===== src/rtl/acq_seq_pkg.sv =====
package acq_seq_pkg;
   typedef enum logic [1:0] {
      ST_IDLE    = 2'd0,
      ST_HOLDOFF = 2'd1,
      ST_CAPTURE = 2'd2
   } seq_state_e;

   typedef enum logic [1:0] {
      TGT_CH   = 2'd0,
      TGT_OFFS = 2'd1,
      TGT_ALL  = 2'd2
   } tgt_kind_e;
endpackage


===== src/rtl/acq_ctrl.sv =====
module acq_ctrl
   import acq_seq_pkg::*;
#(
   parameter int NUM_CH     = 32,
   parameter int SINGLE_CYC = 800,
   parameter int CAL_CYC    = 2250,
   localparam int ADDR_W    = $clog2(NUM_CH),
   localparam int CNT_W     = $clog2(CAL_CYC + 1)
) (
   input  logic              clk,
   input  logic              rst_n,
   input  logic              req_valid,
   input  logic [ADDR_W-1:0] req_addr,
   input  logic              req_offset,
   input  logic              req_all,
   input  logic              track,
   input  logic              conv_done,
   output logic              busy_n,
   output logic              conv_start,
   output logic              req_reject,
   output logic              pending,
   output logic              wr_en,
   output tgt_kind_e         tgt_kind,
   output logic [ADDR_W-1:0] tgt_ch
);
   seq_state_e       state;
   logic [CNT_W-1:0] cnt;
   logic [CNT_W-1:0] lim;
   logic             track_q;
   logic             start_q;
   logic             rej_q;
   tgt_kind_e        req_kind;
   logic             track_rise;

   always_comb begin
      if (req_all)         req_kind = TGT_ALL;
      else if (req_offset) req_kind = TGT_OFFS;
      else                 req_kind = TGT_CH;
   end

   assign track_rise = track && !track_q;
   assign lim        = (tgt_kind == TGT_ALL) ? CNT_W'(CAL_CYC) : CNT_W'(SINGLE_CYC);
   assign busy_n     = (state != ST_CAPTURE);
   assign pending    = (state != ST_IDLE);
   assign wr_en      = (state == ST_CAPTURE) && conv_done;
   assign conv_start = start_q;
   assign req_reject = rej_q;

   always_ff @(posedge clk) begin
      if (!rst_n) begin
         state    <= ST_IDLE;
         tgt_kind <= TGT_CH;
         tgt_ch   <= '0;
         cnt      <= '0;
         track_q  <= 1'b0;
         start_q  <= 1'b0;
         rej_q    <= 1'b0;
      end else begin
         track_q <= track;
         start_q <= 1'b0;
         rej_q   <= 1'b0;
         case (state)
            ST_IDLE, ST_HOLDOFF: begin
               if (req_valid) begin
                  tgt_kind <= req_kind;
                  tgt_ch   <= req_addr;
                  cnt      <= '0;
                  if (track) begin
                     state   <= ST_CAPTURE;
                     start_q <= 1'b1;
                  end else begin
                     state <= ST_HOLDOFF;
                  end
               end else if (state == ST_HOLDOFF && track_rise) begin
                  state   <= ST_CAPTURE;
                  start_q <= 1'b1;
                  cnt     <= '0;
               end
            end
            ST_CAPTURE: begin
               if (req_valid) rej_q <= 1'b1;
               if (conv_done || cnt == lim - 1'b1) state <= ST_IDLE;
               else                                cnt   <= cnt + 1'b1;
            end
            default: state <= ST_IDLE;
         endcase
      end
   end

   assert_start_on_fall_R2: assert property (@(posedge clk) disable iff (!rst_n)
      $fell(busy_n) |-> conv_start);
   assert_start_pulse_R2: assert property (@(posedge clk) disable iff (!rst_n)
      conv_start |=> !conv_start);
   assert_window_bound_R5: assert property (@(posedge clk) disable iff (!rst_n)
      (state == ST_CAPTURE) |-> (cnt < lim));
   assert_reject_busy_R8: assert property (@(posedge clk) disable iff (!rst_n)
      req_reject |-> $past(!busy_n));
   assert_write_ends_R4: assert property (@(posedge clk) disable iff (!rst_n)
      wr_en |=> busy_n);
endmodule


===== src/rtl/hold_bank.sv =====
module hold_bank
   import acq_seq_pkg::*;
#(
   parameter int NUM_CH  = 32,
   parameter int CODE_W  = 14,
   localparam int ADDR_W = $clog2(NUM_CH),
   localparam int IDX_W  = $clog2(NUM_CH + 1)
) (
   input  logic              clk,
   input  logic              rst_n,
   input  logic              wr_en,
   input  tgt_kind_e         tgt_kind,
   input  logic [ADDR_W-1:0] tgt_ch,
   input  logic [CODE_W-1:0] wr_code,
   input  logic [IDX_W-1:0]  rd_idx,
   output logic [CODE_W-1:0] rd_code,
   output logic [NUM_CH-1:0] tgt_mask,
   output logic              offs_hit
);
   logic [CODE_W-1:0] ch_reg [NUM_CH];
   logic [CODE_W-1:0] offs_reg;

   assign offs_hit = (tgt_kind == TGT_OFFS);

   for (genvar i = 0; i < NUM_CH; i++) begin : g_ch
      assign tgt_mask[i] = (tgt_kind == TGT_ALL) ||
                           ((tgt_kind == TGT_CH) && (tgt_ch == ADDR_W'(i)));
      always_ff @(posedge clk) begin
         if (!rst_n)                     ch_reg[i] <= '0;
         else if (wr_en && tgt_mask[i])  ch_reg[i] <= wr_code;
      end
   end

   always_ff @(posedge clk) begin
      if (!rst_n)                offs_reg <= '0;
      else if (wr_en && offs_hit) offs_reg <= wr_code;
   end

   always_comb begin
      rd_code = '0;
      for (int i = 0; i < NUM_CH; i++)
         if (rd_idx == IDX_W'(i)) rd_code = ch_reg[i];
      if (rd_idx == IDX_W'(NUM_CH)) rd_code = offs_reg;
   end

   assert_cal_keeps_offs_R6: assert property (@(posedge clk) disable iff (!rst_n)
      (wr_en && tgt_kind == TGT_ALL) |=> $stable(offs_reg));
   assert_single_hit_R7: assert property (@(posedge clk) disable iff (!rst_n)
      (tgt_kind != TGT_ALL) |-> $onehot0({tgt_mask, offs_hit}));
endmodule


===== src/rtl/acq_hold_sequencer.sv =====
module acq_hold_sequencer
   import acq_seq_pkg::*;
#(
   parameter int NUM_CH     = 32,
   parameter int CODE_W     = 14,
   parameter int SINGLE_CYC = 800,
   parameter int CAL_CYC    = 2250,
   localparam int ADDR_W    = $clog2(NUM_CH),
   localparam int IDX_W     = $clog2(NUM_CH + 1)
) (
   input  logic              clk,
   input  logic              rst_n,
   input  logic              req_valid,
   input  logic [ADDR_W-1:0] req_addr,
   input  logic              req_offset,
   input  logic              req_all,
   input  logic              track,
   input  logic              conv_done,
   input  logic [CODE_W-1:0] conv_code,
   output logic              conv_start,
   output logic              busy_n,
   output logic              req_reject,
   output logic [NUM_CH-1:0] out_live,
   output logic              offs_live,
   input  logic [IDX_W-1:0]  rd_idx,
   output logic [CODE_W-1:0] rd_code
);
   if (NUM_CH < 2 || (1 << ADDR_W) != NUM_CH) begin : g_bad_ch
      $error("NUM_CH must be a power of two of at least 2");
   end
   if (SINGLE_CYC < 2 || CAL_CYC < SINGLE_CYC) begin : g_bad_win
      $error("capture windows need SINGLE_CYC >= 2 and CAL_CYC >= SINGLE_CYC");
   end
   if (CODE_W < 1) begin : g_bad_code
      $error("CODE_W must be positive");
   end

   logic              pending;
   logic              wr_en;
   tgt_kind_e         tgt_kind;
   logic [ADDR_W-1:0] tgt_ch;
   logic [NUM_CH-1:0] tgt_mask;
   logic              offs_hit;

   acq_ctrl #(
      .NUM_CH     (NUM_CH),
      .SINGLE_CYC (SINGLE_CYC),
      .CAL_CYC    (CAL_CYC)
   ) u_ctrl (
      .clk        (clk),
      .rst_n      (rst_n),
      .req_valid  (req_valid),
      .req_addr   (req_addr),
      .req_offset (req_offset),
      .req_all    (req_all),
      .track      (track),
      .conv_done  (conv_done),
      .busy_n     (busy_n),
      .conv_start (conv_start),
      .req_reject (req_reject),
      .pending    (pending),
      .wr_en      (wr_en),
      .tgt_kind   (tgt_kind),
      .tgt_ch     (tgt_ch)
   );

   hold_bank #(
      .NUM_CH (NUM_CH),
      .CODE_W (CODE_W)
   ) u_bank (
      .clk      (clk),
      .rst_n    (rst_n),
      .wr_en    (wr_en),
      .tgt_kind (tgt_kind),
      .tgt_ch   (tgt_ch),
      .wr_code  (conv_code),
      .rd_idx   (rd_idx),
      .rd_code  (rd_code),
      .tgt_mask (tgt_mask),
      .offs_hit (offs_hit)
   );

   assign out_live  = pending ? tgt_mask : '0;
   assign offs_live = pending && offs_hit;

   assert_live_capture_R11: assert property (@(posedge clk) disable iff (!rst_n)
      !busy_n |-> ($countones({out_live, offs_live}) >= 1));
   assert_live_release_R4: assert property (@(posedge clk) disable iff (!rst_n)
      $rose(busy_n) |-> (out_live == '0 && !offs_live));
endmodule


===== config.mk =====
export PLATFORM = sky130hd
export DESIGN_NAME = acq_hold_sequencer
export DESIGN_NICKNAME = d
export VERILOG_FILES = /design/src/rtl/acq_seq_pkg.sv /design/src/rtl/acq_ctrl.sv /design/src/rtl/hold_bank.sv /design/src/rtl/acq_hold_sequencer.sv
export SDC_FILE = /design/constraint.sdc
export NUM_CORES = 1
export LEC_CHECK = 0
export ABC_AREA = 1
export BUFFER_PORTS_ARGS = -buffer_cell sky130_fd_sc_hd__buf_2
export CELL_PAD_IN_SITES_DETAIL_PLACEMENT = 1
export CELL_PAD_IN_SITES_GLOBAL_PLACEMENT = 1
export CORE_MARGIN = 8
export CORE_UTILIZATION = 30
export DETAILED_ROUTE_END_ITERATION = 8
export GPL_TIMING_DRIVEN = 0
export PLACE_DENSITY = 0.56
export SLEW_MARGIN = 20
export SYNTH_ARGS = -nofsm -noshare
export SYNTH_HDL_FRONTEND = slang
export SYNTH_SLANG_ARGS = --single-unit

===== constraint.sdc =====
create_clock -name clk -period 4.2 [get_ports clk]
set_input_delay 0 -clock clk [delete_from_list [all_inputs] [get_ports clk]]
set_output_delay 0 -clock clk [all_outputs]
set_load 0.02 [all_outputs]

==> results.ini <==
[clocking]
cts_setup_buffers=0
cts_tree=yes
cts.htree.levels=2
clk_path_buf_depth=3
cts.clk_slew.worst_paths_ns=0.06
clock-root-buffer=clkbuf_16
cts_buffers=56
clock-sinks=486
worstSkewPairLatency_ns=0.62

[cells_and_area]
drive_gt1_share_pct=10.8
largest_register_ffs=448
antenna_cells=0
seqCellArea_sq_mm=0.0142
area_delta_synth_final_pct=18.3
fin_nets=2574
fill_cells=8418
stdcell_count=3548
multi_input_area_sq_mm=0.00666
final_util_pct=35.7

[synthesis]
synthXorXnorAreaFrac_pct=0
async_flop_share_pct=0
seq_area_frac_synth_pct=64.7
ys_types=31
synth-compound-area-share_pct=3.68
syn_nets=2387
synth_edf_count=448
yosysWarnings=0
synth_area_sq_mm=0.0220
synth_simple_gate_area_share_pct=26.0
synth_ff_type=edfxtp_1
ys_seq_elements=486
syn_area_per_cell_sq_um=9.33
syn_inst=2354
yosys.area_share.adder_pct=0.0570
synth_top_family_by_area=simple AND/OR/NAND/NOR gates
synth_mux_area_share_pct=0

[routing]
drt-pass1-iter-count=5
drc=0
postRouteAntennaNets=0
viasPerCell=4.87
post_drt_wl_per_cell_um=22.8
drtIter0Drc=1348
finalWirelength_um=80700
via_count=17300

[place]
place_inst=3417
gp_congestion=0.860
dp_slack_ns=0.337
hpwl_um=59800
io_buffers=80

[global_routing]
grt-ovfl-total=0
grt_pass1_vias=18100
antenna_found_initial=2
grt.total_usage_pct=19.4
grt_max_degree=15
grt_pass1_wl_um=119000

[timing]
skew_ns=0.0161
fin_crit_sh_pct=95.3
maxSlewHeadroom_pct=19.0
finalHoldViolations=0
clock.fmax_mhz=250
setup_ws_ns=0.198
setup_viol=0
fin_crit_ns=4.00
final.setup.tns_ns=0
holdWs_ns=0.0653
drv_slew=0
tightest_slew_ns=1.21
rsz0062_at_grt=false

[critical_path]
critical_path_class=register to output port
reg2reg_depth=11
cp-start-kind=register
cp-end-kind=output port
critPathArrivalTime_ns=4.00
crit_fanout=1
critPathRequiredTime_ns=4.20

[floorplan]
die_w_um=287
rows=99
start_util_pct=30.2
core_sq_mm=0.0727
die_area_sq_mm=0.0821
num_io_pins=82
die_h_um=287

[power]
p_leak_uw=0.0101
peakVddDrop_mv=0.299
power_density_mw_per_mm2=434

[worst_hold_path]
min_path_type=input pin to register
hold_depth=3

[run_status]
status=complete, no violations

[flow_run]
max-cap-violations=0

-- kinds of logic after synthesis --
group	after synthesis
and+or+nand+nor	1389
DFF	486
buffers and inverters	320
AOI/OAI and AO/OA	158
adders and majority gates	1
-- stage by stage --
step | instance area, sq um | power [uW]
after CTS | 26000 | 11400
after global placement | 23600 | 6450
after detailed placement | 23900 | 6500
after global routing | 26000 | 11600
after floorplan | 22000 | 6040
final | 26000 | 11300
-- per-layer routing --
| layer | GRT usage [%] | wire length (um) | vias to the layer above | share of wire [%] |
|---|---|---|---|---|
| met5 | 0 | 0 | - | 0 |
| met4 | 5.50 | 2230 | 0 | 2.8 |
| met3 | 2.45 | 3900 | 115 | 4.8 |
| met2 | 32.4 | 37800 | 420 | 47 |
| met1 | 26.3 | 36800 | 8660 | 46 |
| li1 | - | - | 8091 | - |
-- worst paths after layout --
kind	from	end	slack, ns
worst max-delay path	u_bank.ch_reg[0][6]$_SDFFCE_PN0P_	rd_code[6]	0.20
worst min-delay path	conv_code[11]	u_bank.ch_reg[1][81]$_SDFFCE_PN0P_	0.07
worst max register to register	u_ctrl.state[1]$_SDFFE_PN0P_	u_bank.ch_reg[1][216]$_SDFFCE_PN0P_	1.00
worst min register to register	u_ctrl.tgt_ch[4]$_SDFFE_PN0P_	u_ctrl.tgt_ch[4]$_SDFFE_PN0P_	0.48
-- cells in the mapped netlist (all sizes together) (2+ instances only) --
master | number | area share, %
clkbuf | 123 | 2.1
nor3b | 6 | 0.21
nand3 | 34 | 0.77
nand2 | 477 | 8.2
a21oi | 95 | 2.2
inv | 184 | 3.1
a211oi | 2 | 0.068
buf | 13 | 0.27
and3 | 2 | 0.057
nor2 | 705 | 12
edfxtp | 448 | 61
dfxtp | 38 | 3.5
or2 | 41 | 1.2
nand4 | 102 | 2.9
nor3 | 19 | 0.51
nor4 | 2 | 0.057
o21ai | 57 | 1.3
-- report_power, final --
part	internal (uW)	leakage (uW)	switching (uW)
sequential	5470	0.00494	58.4
clock	2780	0.000881	2080
combinational	185	0.00425	707
total	8440	0.0101	2840
-- critical path, cell delays in order, from the launching register on --
cell and delay (ns):
edfxtp_1 0.39, nand4_1 0.11, nand2_1 0.07, nor2_1 0.21
nand4_1 0.18, nand2_1 0.15, nand4_1 0.14, nor2_1 0.19
nand4_1 0.15, nand2_1 0.11, nand3_1 0.10, nand2_1 0.11
nand4_1 0.12, nor2_1 0.17, nand4_1 0.18, nor2_1 0.24
nand4_1 0.20, nor2_1 0.22, nand4_1 0.14, buf_2 0.19
-- placed cells by master, fill, tap and decap left out, types with 15 or more instances in the layout --
| master | instances |
|---|---|
| o21ai_2 | 29 |
| nor3_1 | 15 |
| inv_1 | 179 |
| edfxtp_1 | 448 |
| nand4_1 | 102 |
| nand3_1 | 34 |
| dlygate4sd3_1 | 25 |
| nor2_1 | 697 |
| or2_2 | 38 |
| clkbuf_16 | 57 |
| o21ai_0 | 25 |
| a21oi_1 | 95 |
| clkinv_2 | 15 |
| clkbuf_1 | 132 |
| dfxtp_1 | 38 |
| clkinv_1 | 15 |
| nand2_1 | 477 |
| buf_2 | 89 |
| buf_6 | 21 |
-- cell type report --
class / count / share of cell area, %
Clock inverter: 38 / 1.19
Inverter: 184 / 2.66
Timing Repair Buffer: 129 / 3.50
Clock buffer: 68 / 5.65
Sequential cell: 486 / 54.7
Buffer: 136 / 2.02
Multi-Input combinational cell: 1548 / 25.6
Tap cell: 959 / 4.62
-- timing repair --
action | CTS | global route
setup endpoints to repair | 0 | 3
hold endpoints to repair | 55 | 0
hold buffers | 25 | 0
gates resized for setup | 0 | 3
No activity file was read; power rests on OpenSTA's default activity.
